File: src/rtl/seg_acc_pkg.sv
package seg_acc_pkg;
  // Width of the header count field; fixed by the header format.
  localparam int CNT_W   = 8;
  // Largest segment one header can describe.
  localparam int SEG_MAX = 1 << CNT_W;
  // Segment length is one more than the field, so one extra bit.
  localparam int LEN_W   = CNT_W + 1;

  function automatic logic [LEN_W-1:0] field_to_len(input logic [CNT_W-1:0] f);
    return {1'b0, f} + LEN_W'(1);
  endfunction
endpackage

File: src/rtl/seg_acc_rst_sync.sv
module seg_acc_rst_sync #(
  parameter int STAGES = 2
) (
  input  logic clk,
  input  logic rst_n,
  output logic rst_n_sync
);
  logic [STAGES-1:0] sync_q;
  logic [STAGES-1:0] sync_d;

  always_comb sync_d = {sync_q[STAGES-2:0], 1'b1};

  always_ff @(posedge clk or negedge rst_n) begin
    if (!rst_n) sync_q <= '0;
    else        sync_q <= sync_d;
  end

  assign rst_n_sync = sync_q[STAGES-1];
endmodule

File: src/rtl/seg_acc_chan.sv
module seg_acc_chan #(
  parameter int ADDR_W = 16,
  parameter int SUM_W  = 13
) (
  input  logic              clk,
  input  logic              rst_n,
  input  logic              upd_en,
  input  logic              hdr_cont,
  input  logic [ADDR_W-1:0] new_base,
  input  logic [SUM_W-1:0]  new_sum,
  output logic              open_o,
  output logic [ADDR_W-1:0] base_o,
  output logic [SUM_W-1:0]  sum_o
);
  logic              open_q, open_d;
  logic [ADDR_W-1:0] base_q, base_d;
  logic [SUM_W-1:0]  sum_q, sum_d;

  // Next state: a continuation keeps the event open with the grown sum,
  // a final header closes it and clears the sum.
  always_comb begin
    open_d = open_q;
    base_d = base_q;
    sum_d  = sum_q;
    if (upd_en) begin
      open_d = hdr_cont;
      base_d = new_base;
      sum_d  = hdr_cont ? new_sum : '0;
    end
  end

  always_ff @(posedge clk or negedge rst_n) begin
    if (!rst_n) begin
      open_q <= 1'b0;
      base_q <= '0;
      sum_q  <= '0;
    end else if (upd_en) begin
      open_q <= open_d;
      base_q <= base_d;
      sum_q  <= sum_d;
    end
  end

  assign open_o = open_q;
  assign base_o = base_q;
  assign sum_o  = sum_q;

  assert_hold_idle_R9: assert property (@(posedge clk) disable iff (!rst_n)
    !upd_en |=> ($stable(open_q) && $stable(base_q) && $stable(sum_q)));

  assert_close_on_final_R7: assert property (@(posedge clk) disable iff (!rst_n)
    (upd_en && !hdr_cont) |=> (!open_q && sum_q == '0));

  assert_sum_grows_R11: assert property (@(posedge clk) disable iff (!rst_n)
    (upd_en && hdr_cont && open_q) |=> (sum_q > $past(sum_q)));

  assert_base_kept_R5: assert property (@(posedge clk) disable iff (!rst_n)
    (upd_en && hdr_cont && open_q) |=> (base_q == $past(base_q)));
endmodule

File: src/rtl/seg_acc_calc.sv
module seg_acc_calc
  import seg_acc_pkg::*;
#(
  parameter int ADDR_W = 16,
  parameter int SUM_W  = 13
) (
  input  logic              is_open,
  input  logic [ADDR_W-1:0] cur_base,
  input  logic [SUM_W-1:0]  cur_sum,
  input  logic [CNT_W-1:0]  hdr_count,
  input  logic [ADDR_W-1:0] start_addr,
  output logic [ADDR_W-1:0] base_eff,
  output logic [ADDR_W-1:0] seg_addr,
  output logic [LEN_W-1:0]  seg_len,
  output logic [SUM_W-1:0]  total
);
  logic [SUM_W-1:0] prior;

  always_comb begin
    prior    = is_open ? cur_sum : '0;
    base_eff = is_open ? cur_base : start_addr;
    seg_len  = field_to_len(hdr_count);
    seg_addr = base_eff + ADDR_W'(prior);
    total    = prior + SUM_W'(seg_len);
  end
endmodule

File: src/rtl/seg_acc_top.sv
module seg_acc_top
  import seg_acc_pkg::*;
#(
  parameter int NUM_CH   = 16,
  parameter int ADDR_W   = 16,
  parameter int MAX_SEGS = 16,
  localparam int CH_W    = (NUM_CH > 1) ? $clog2(NUM_CH) : 1,
  localparam int SUM_W   = $clog2(MAX_SEGS * SEG_MAX + 1)
) (
  input  logic              clk,
  input  logic              rst_n,
  input  logic              hdr_valid,
  input  logic [CH_W-1:0]   hdr_chan,
  input  logic [CNT_W-1:0]  hdr_count,
  input  logic              hdr_cont,
  input  logic              hdr_done,
  input  logic [ADDR_W-1:0] start_addr,
  output logic              seg_valid,
  output logic [CH_W-1:0]   seg_chan,
  output logic [ADDR_W-1:0] seg_addr,
  output logic [LEN_W-1:0]  seg_len,
  output logic              done_valid,
  output logic [CH_W-1:0]   done_chan,
  output logic [ADDR_W-1:0] done_addr,
  output logic [SUM_W-1:0]  done_len
);
  logic rst_n_s;

  seg_acc_rst_sync #(.STAGES(2)) rst_sync_i (
    .clk(clk), .rst_n(rst_n), .rst_n_sync(rst_n_s)
  );

  // Per-channel state banks
  logic              ch_open [NUM_CH];
  logic [ADDR_W-1:0] ch_base [NUM_CH];
  logic [SUM_W-1:0]  ch_sum  [NUM_CH];

  logic              sel_open;
  logic [ADDR_W-1:0] sel_base;
  logic [SUM_W-1:0]  sel_sum;

  logic [ADDR_W-1:0] c_base_eff, c_seg_addr;
  logic [LEN_W-1:0]  c_seg_len;
  logic [SUM_W-1:0]  c_total;

  genvar g;
  generate
    for (g = 0; g < NUM_CH; g++) begin : g_chan
      logic upd;
      assign upd = hdr_valid && (hdr_chan == CH_W'(g));
      seg_acc_chan #(.ADDR_W(ADDR_W), .SUM_W(SUM_W)) chan_i (
        .clk(clk), .rst_n(rst_n_s), .upd_en(upd), .hdr_cont(hdr_cont),
        .new_base(c_base_eff), .new_sum(c_total),
        .open_o(ch_open[g]), .base_o(ch_base[g]), .sum_o(ch_sum[g])
      );
    end
  endgenerate

  always_comb begin
    sel_open = 1'b0;
    sel_base = '0;
    sel_sum  = '0;
    for (int i = 0; i < NUM_CH; i++) begin
      if (hdr_chan == CH_W'(i)) begin
        sel_open = ch_open[i];
        sel_base = ch_base[i];
        sel_sum  = ch_sum[i];
      end
    end
  end

  seg_acc_calc #(.ADDR_W(ADDR_W), .SUM_W(SUM_W)) calc_i (
    .is_open(sel_open), .cur_base(sel_base), .cur_sum(sel_sum),
    .hdr_count(hdr_count), .start_addr(start_addr),
    .base_eff(c_base_eff), .seg_addr(c_seg_addr),
    .seg_len(c_seg_len), .total(c_total)
  );

  // Output registers
  logic              sv_q, sv_d, dv_q, dv_d;
  logic [CH_W-1:0]   chan_q, chan_d;
  logic [ADDR_W-1:0] saddr_q, saddr_d, daddr_q, daddr_d;
  logic [LEN_W-1:0]  slen_q, slen_d;
  logic [SUM_W-1:0]  dlen_q, dlen_d;
  logic              out_en;

  always_comb begin
    out_en  = hdr_valid;
    sv_d    = hdr_valid;
    dv_d    = hdr_valid && !hdr_cont;
    chan_d  = hdr_chan;
    saddr_d = c_seg_addr;
    slen_d  = c_seg_len;
    daddr_d = c_base_eff;
    dlen_d  = c_total;
  end

  always_ff @(posedge clk or negedge rst_n_s) begin
    if (!rst_n_s) begin
      sv_q <= 1'b0;
      dv_q <= 1'b0;
    end else begin
      sv_q <= sv_d;
      dv_q <= dv_d;
    end
  end

  always_ff @(posedge clk or negedge rst_n_s) begin
    if (!rst_n_s) begin
      chan_q  <= '0;
      saddr_q <= '0;
      slen_q  <= '0;
      daddr_q <= '0;
      dlen_q  <= '0;
    end else if (out_en) begin
      chan_q  <= chan_d;
      saddr_q <= saddr_d;
      slen_q  <= slen_d;
      daddr_q <= daddr_d;
      dlen_q  <= dlen_d;
    end
  end

  assign seg_valid  = sv_q;
  assign seg_chan   = chan_q;
  assign seg_addr   = saddr_q;
  assign seg_len    = slen_q;
  assign done_valid = dv_q;
  assign done_chan  = chan_q;
  assign done_addr  = daddr_q;
  assign done_len   = dlen_q;

  assert_ovf_hdr_no_cmp_R6: assert property (@(posedge clk) disable iff (!rst_n_s)
    (hdr_valid && hdr_cont) |-> !hdr_done);

  assert_idle_quiet_R2: assert property (@(posedge clk) disable iff (!rst_n_s)
    !hdr_valid |=> (!seg_valid && !done_valid));

  assert_done_with_seg_R7: assert property (@(posedge clk) disable iff (!rst_n_s)
    done_valid |-> (seg_valid && done_chan == seg_chan));

  assert_len_bounds_R3: assert property (@(posedge clk) disable iff (!rst_n_s)
    seg_valid |-> (seg_len >= LEN_W'(1) && seg_len <= LEN_W'(SEG_MAX)));

  assert_total_covers_R11: assert property (@(posedge clk) disable iff (!rst_n_s)
    done_valid |-> (done_len >= SUM_W'(seg_len)));
endmodule

File: config.mk
export PLATFORM = sky130hd
export DESIGN_NAME = seg_acc_top
export DESIGN_NICKNAME = d
export VERILOG_FILES = /design/src/rtl/seg_acc_pkg.sv /design/src/rtl/seg_acc_rst_sync.sv /design/src/rtl/seg_acc_chan.sv /design/src/rtl/seg_acc_calc.sv /design/src/rtl/seg_acc_top.sv
export SDC_FILE = /design/constraint.sdc
export NUM_CORES = 1
export LEC_CHECK = 0
export BUFFER_PORTS_ARGS = -buffer_cell sky130_fd_sc_hd__buf_4
export CAP_MARGIN = 5
export CORE_UTILIZATION = 65
export DETAILED_ROUTE_END_ITERATION = 10
export GPL_TIMING_DRIVEN = 0
export PLACE_DENSITY_LB_ADDON = 0.08
export SLEW_MARGIN = 20
export SYNTH_ARGS = -nofsm -noshare
export SYNTH_HDL_FRONTEND = slang
export SYNTH_HIERARCHICAL = 1
export SYNTH_SLANG_ARGS = --single-unit
File: constraint.sdc
create_clock -name clk -period 44.7 [get_ports clk]
set_clock_uncertainty 0.1 [all_clocks]
set_input_delay 13.41 -clock clk [delete_from_list [all_inputs] [get_ports clk]]
set_output_delay 13.41 -clock clk [all_outputs]
set_load 0.02 [all_outputs]
==> impl_metrics.env, run 1 <==
export IMPL_timing_fmax_mhz=53.75
export IMPL_multi_input_area_um2=12650
export IMPL_synth_distinct_cells=79
export IMPL_die_x_um=211.3
export IMPL_synth_most_common_cell="dfrtp_1"
export IMPL_cts_tree="built"
export IMPL_dp_cells=3217
export IMPL_fillers=2960
export IMPL_hold_class="register to asynchronous set/reset pin"
export IMPL_seqCellArea_um2=13570
export IMPL_drc_errors=0
export IMPL_cts_setup_buffers=0
export IMPL_p_per_area_nw_per_um2=51.40
export IMPL_crit_family="simple AND/OR/NAND/NOR gates"
export IMPL_p_sw_frac=0.3119
export IMPL_setup_viol=0
export IMPL_antenna_cells=0
export IMPL_cts_clk_slew_worst_paths_ps=60
export IMPL_drt_total_wl_um=83440
export IMPL_synth_commonest_cells="dfrtp_1 (542), o21ai_0 (261), mux2_4 (224), nand3_1 (224), inv_1 (221)"
export IMPL_synth_cells=2519
export IMPL_rr_worst_depth=17
export IMPL_outcome="completed"
export IMPL_crit_path_start_kind="primary input"
export IMPL_syn_to_final_growth_pct=13.21
export IMPL_drt_iter0_drc=2372
export IMPL_place_port_buffers=94
export IMPL_grt_pass1_vias=21360
export IMPL_critPathKind="primary input to register"
export IMPL_reg2reg_slack_ps=39350
export IMPL_grt_overflow_total=0
export IMPL_grt_max_degree=82
export IMPL_grt_pass1_wl_um=127900
export IMPL_slowest_delay_ps=750
export IMPL_rr_endpoint="g_chan[1].chan_i/sum_o[12]$_DFFE_PN0P_"
export IMPL_cts_hold_fix_buffers=0
export IMPL_routed_via_count=21310
export IMPL_antenna_found_initial=1
export IMPL_cts_sinks=542
export IMPL_htreeDepth=2
export IMPL_avgViaCountPerCell=6.433
export IMPL_rsz0062_at_grt="no"
export IMPL_hold_viol_final=0
export IMPL_maxCapViolations=0
export IMPL_dpl_instance_area_um2=30370
export IMPL_slew_headroom=0.3155
export IMPL_min_period_ps=18610
export IMPL_start_util=0.6593
export IMPL_synth_edff_count=0
export IMPL_clk_path_buf_depth=3
export IMPL_cp_max_fo=17
export IMPL_num_rows=76
export IMPL_drive_gt1_frac=0.2826
export IMPL_path_buf_inv=6
export IMPL_yosys_warnings=6
export IMPL_yosys_area_top_type="dfrtp_1"
export IMPL_synth_area_per_cell_um2=11.30
export IMPL_routedWlPerCell_um=25.19
export IMPL_synth_fp_nets=2577
export IMPL_place_hpwl_um=58450
export IMPL_power_mw=1.656
export IMPL_async_flop_share=1.000
export IMPL_syn_area_um2=28460
export IMPL_cts_resized=0
export IMPL_r2r_start="g_chan[0].chan_i/open_o$_DFFE_PN0P_"
export IMPL_switchingPower_mw=0.5165
export IMPL_ant_nets=0
export IMPL_power_leakage_nw=14.71
export IMPL_drt_first_pass_iters=6
export IMPL_endpoint_kind="register"
export IMPL_required_ps=45130
export IMPL_combPwrFrac=0.277
export IMPL_core_area_um2=43170
export IMPL_arrival_ps=19030
export IMPL_die_height_um=211.3
export IMPL_slowest_stage="xor2_2"
export IMPL_p_seq_frac=0.436
export IMPL_tightest_slew_ps=1027
export IMPL_ys_seq_elements=542
export IMPL_drv_slew=0
export IMPL_ir_drop_v=0.00003791
export IMPL_synth_top_area_share=0.4765
export IMPL_finish_instance_area_um2=32220
export IMPL_root_buffer="clkbuf_16"
export IMPL_ios=97
export IMPL_synth_ff_type="dfrtp_1"
export IMPL_ys_top_cells_by_area="dfrtp_1 (48%), mux2_4 (12%), mux2_2 (5.1%), o21ai_0 (4.6%), mux2i_1 (4.3%)"
export IMPL_fin_tns_setup_ps=0
export IMPL_p_int_mw=1.139
export IMPL_gp_congestion=0.9826
export IMPL_clk_latency_ps=620
export IMPL_die_area_um2=44630
export IMPL_fin_cells=3313
export IMPL_cts_buffers=56
export IMPL_seq_area_frac_synth=0.4765
export IMPL_final_nets=2748
export IMPL_worstPathCellList="buf_4 > buf_6 > buf_6 > nor2b_1 > nand2_1 > o22ai_1 > o32a_1 > buf_4 > clkbuf_1 > and2_1 > ha_1 > inv_1 > fa_1 > nand2b_1 > a21oi_1 > o211ai_1 > a211oi_1 > xor2_2 > nand3_1 > o21ai_0"
export IMPL_track_usage=0.3807
export IMPL_p_clk_frac=0.287
export IMPL_period_share=0.4162
export IMPL_final_util=0.7463
-- worst max-delay path by stage --
stage	slack (ps)	depth (start not counted)	from	to
finish	26100	20	hdr_chan[2]	g_chan[1].chan_i/sum_o[12]$_DFFE_PN0P_
global route	25840	21	hdr_chan[1]	g_chan[1].chan_i/sum_o[12]$_DFFE_PN0P_
CTS	26280	21	hdr_chan[3]	g_chan[1].chan_i/sum_o[12]$_DFFE_PN0P_
detailed placement	25660	21	hdr_chan[3]	g_chan[1].chan_i/sum_o[12]$_DFFE_PN0P_
global placement	22910	0	rst_sync_i/sync_q[1]$_DFF_PN0_	done_addr[8]$_DFFE_PN0P_
floorplan	27120	20	hdr_chan[1]	done_len[12]$_DFFE_PN0P_
-- stage by stage --
step | worst slack [ps] | hold slack (ps)
floorplan | 27120 | 231.2
global placement | 22910 | 235.8
detailed placement | 25660 | 204.7
CTS | 26280 | 213.3
global route | 25840 | 227.6
finish | 26100 | 195.8
-- final cells by class --
type | count | area share
clock inverter | 11 | 0.004893
inverter | 223 | 0.02598
sequential | 542 | 0.4211
tap | 585 | 0.02272
buffer | 195 | 0.04683
timing repair buffer | 113 | 0.03336
clock buffer | 85 | 0.05250
multi-input combinational | 1559 | 0.3926
-- state kept, by name, summed over array words and instances (netlist names) --
register / cells
seg_len: 9
g_chan.chan_i/base_o: 256
done_chan: 4
rst_sync_i/sync_q: 2
done_addr: 16
seg_addr: 16
done_valid: 1
done_len: 13
seg_valid: 1
g_chan.chan_i/sum_o: 208
g_chan.chan_i/open_o: 16
-- layout by cell type (no fill, tap or decap), types with 86 or more instances in the layout --
cell / count
a21oi_1: 86
buf_4: 107
dfrtp_1: 541
inv_1: 221
mux2_2: 130
mux2_4: 224
mux2i_1: 122
nand3_1: 224
nor2_1: 121
o21ai_0: 261
-- cells by family (layout without fill, tap and decap cells) --
logic type                 after synthesis  in the layout  synth area share
buffers and inverters                  418            627           0.08243
adders and majority gates               25             25           0.01152
AOI/OAI and AO/OA                      573            573            0.1243
muxes                                  488            488            0.2216
and+or+nand+nor                        444            444           0.07487
xor gates and xnor gates                28             28          0.008616
DFF                                    542            542            0.4765
other                                    1              1         0.0001318
-- worst register-to-register path, delay by kind of cell, from the launching register on --
| family | cells | cell delay (ps) |
|---|---|---|
| compound gates | 7 | 1650 |
| fa+ha+maj | 2 | 660 |
| buf+inv | 3 | 660 |
| flops | 1 | 360 |
| xor+xnor | 1 | 750 |
| mux | 1 | 270 |
| simple gates | 3 | 810 |
-- power groups by stage --
stage / Combinational, mW / Clock (mW) / Sequential (mW)
after floorplan: 0.294 / 0 / 0.726
after global placement: 0.415 / 0 / 0.728
after detailed placement: 0.450 / 0 / 0.725
after global routing: 0.490 / 0.499 / 0.737
after CTS: 0.453 / 0.480 / 0.720
final: 0.458 / 0.476 / 0.722
-- routing by layer --
metal | share of wire | GRT usage | routed length, um
met1 | 0.41 | 0.5269 | 33920
met2 | 0.45 | 0.5749 | 37860
met4 | 0.044 | 0.1739 | 3695
met3 | 0.095 | 0.08385 | 7956
met5 | 0.000084 | 0 | 7
Power figures use the tool's default switching activity.
==> run 2: changes to the inputs <==
CORE_UTILIZATION = 63   (was 65)
clock period = 17.9 ns   (was 44.7 ns; I/O delays follow)
==> impl_metrics.env, run 2 (synthesized netlist as in run 1, its figures left out) <==
export IMPL_outcome="completed"
export IMPL_endpoint_kind="register"
export IMPL_tightest_slew_ps=1078
export IMPL_die_area_um2=46030
export IMPL_crit_path_start_kind="primary input"
export IMPL_avgViaCountPerCell=6.429
export IMPL_grt_pass1_wl_um=130100
export IMPL_finish_instance_area_um2=32230
export IMPL_p_per_area_nw_per_um2=128.3
export IMPL_timing_fmax_mhz=93.55
export IMPL_die_x_um=214.5
export IMPL_drive_gt1_frac=0.2824
export IMPL_path_buf_inv=8
export IMPL_ir_drop_v=0.0001035
export IMPL_fillers=3146
export IMPL_drc_errors=0
export IMPL_setup_viol=0
export IMPL_maxCapViolations=0
export IMPL_required_ps=18330
export IMPL_cts_clk_slew_worst_paths_ps=60
export IMPL_num_rows=77
export IMPL_cts_buffers=56
export IMPL_core_area_um2=44410
export IMPL_arrival_ps=11120
export IMPL_routedWlPerCell_um=25.14
export IMPL_drv_slew=0
export IMPL_final_common_cell="dfrtp_1"
export IMPL_grt_overflow_total=0
export IMPL_dpl_instance_area_um2=30380
export IMPL_place_port_buffers=94
export IMPL_start_util=0.6408
export IMPL_antenna_cells=0
export IMPL_clk_latency_ps=630
export IMPL_hold_class="register to asynchronous set/reset pin"
export IMPL_rsz0062_at_grt="no"
export IMPL_place_hpwl_um=59150
export IMPL_power_leakage_nw=14.71
export IMPL_die_height_um=214.5
export IMPL_hold_viol_final=0
export IMPL_cp_common_cell="buf_2"
export IMPL_cts_sinks=542
export IMPL_clk_path_buf_depth=3
export IMPL_htreeDepth=2
export IMPL_grt_max_degree=82
export IMPL_antenna_found_initial=1
export IMPL_drt_total_wl_um=83620
export IMPL_period_share=0.5972
export IMPL_slowest_delay_ps=760
export IMPL_fin_cells=3326
export IMPL_cts_tree="built"
export IMPL_worstPathCellList="buf_4 > buf_2 > inv_2 > buf_2 > buf_2 > o211ai_1 > a31oi_1 > o32a_1 > buf_4 > clkbuf_1 > and2_1 > ha_1 > inv_1 > fa_1 > nand2b_1 > a21oi_1 > o211ai_1 > a211oi_1 > xor2_2 > nand3_1 > o21ai_0"
export IMPL_final_cell_mix="dfrtp_1 (541), o21ai_0 (261), nand3_1 (224), mux2_4 (224), inv_1 (221)"
export IMPL_syn_to_final_growth_pct=13.25
export IMPL_ios=97
export IMPL_root_buffer="clkbuf_16"
export IMPL_slew_headroom=0.2813
export IMPL_routed_via_count=21380
export IMPL_cts_hold_fix_buffers=0
export IMPL_min_period_ps=10690
export IMPL_critPathKind="primary input to register"
export IMPL_dp_cells=3225
export IMPL_drt_iter0_drc=2442
export IMPL_gp_congestion=0.9711
export IMPL_timing_final_ws_setup_ps=7211
export IMPL_final_nets=2749
export IMPL_track_usage=0.3686
export IMPL_cp_max_fo=17
export IMPL_crit_family="compound AO/OA/AOI/OAI gates"
export IMPL_ant_nets=0
export IMPL_grt_pass1_vias=21690
export IMPL_cts_setup_buffers=0
export IMPL_pre_cts_ws_ps=6759
export IMPL_largest_reg_flops=256
export IMPL_slowest_stage="xor2_2"
export IMPL_cts_resized=0
export IMPL_drt_first_pass_iters=9
## run 2: metal layers
layer	track usage	routed length, um	vias up
met5	0	0	-
met4	0.1798	4183	0
met3	0.06851	7141	258
met2	0.5527	37440	1060
met1	0.5186	34850	10870
li1	-	-	9199
## run 2: layout make-up
class                           instances  area, um^2  area share
Buffer                                195        1509     0.04681
Clock buffer                           90        1710     0.05306
Clock inverter                         11       142.6    0.004425
Inverter                              223       837.1     0.02597
Multi-Input combinational cell       1559       12640      0.3921
Sequential cell                       542       13570      0.4209
Tap cell                              592       740.7     0.02298
Timing Repair Buffer                  114        1086     0.03369
## run 2: final timing paths
check	start	end	slack [ps]	depth (start not counted)
min reg2reg	rst_sync_i/sync_q[1]$_DFF_PN0_	g_chan[0].chan_i/sum_o[7]$_DFFE_PN0P_	200	0
max reg2reg	g_chan[1].chan_i/open_o$_DFFE_PN0P_	g_chan[3].chan_i/sum_o[12]$_DFFE_PN0P_	12430	17
max in group asynchronous	rst_n	rst_sync_i/sync_q[1]$_DFF_PN0_	13170	1
min in group clk	rst_sync_i/sync_q[0]$_DFF_PN0_	rst_sync_i/sync_q[1]$_DFF_PN0_	260	0
max	hdr_chan[3]	g_chan[3].chan_i/sum_o[12]$_DFFE_PN0P_	7210	21
min	rst_sync_i/sync_q[1]$_DFF_PN0_	g_chan[0].chan_i/sum_o[7]$_DFFE_PN0P_	200	0
## run 2: power by group
part,total (mW),switching (mW),internal (mW)
sequential,1.80,0.218,1.59
clock,1.19,0.497,0.693
combinational,1.14,0.581,0.560
total,4.13,1.30,2.84
## run 2: metrics by stage
stage,hold WS (ps),TNS [ps],util,power (mW)
finish,195.0,0,0.7257,4.134
global route,239.1,0,0.7257,4.307
CTS,209.2,0,0.7257,4.123
detailed placement,201.8,0,0.6840,2.933
global placement,237.4,-2110170,0.6734,2.859
floorplan,231.2,0,-,2.548
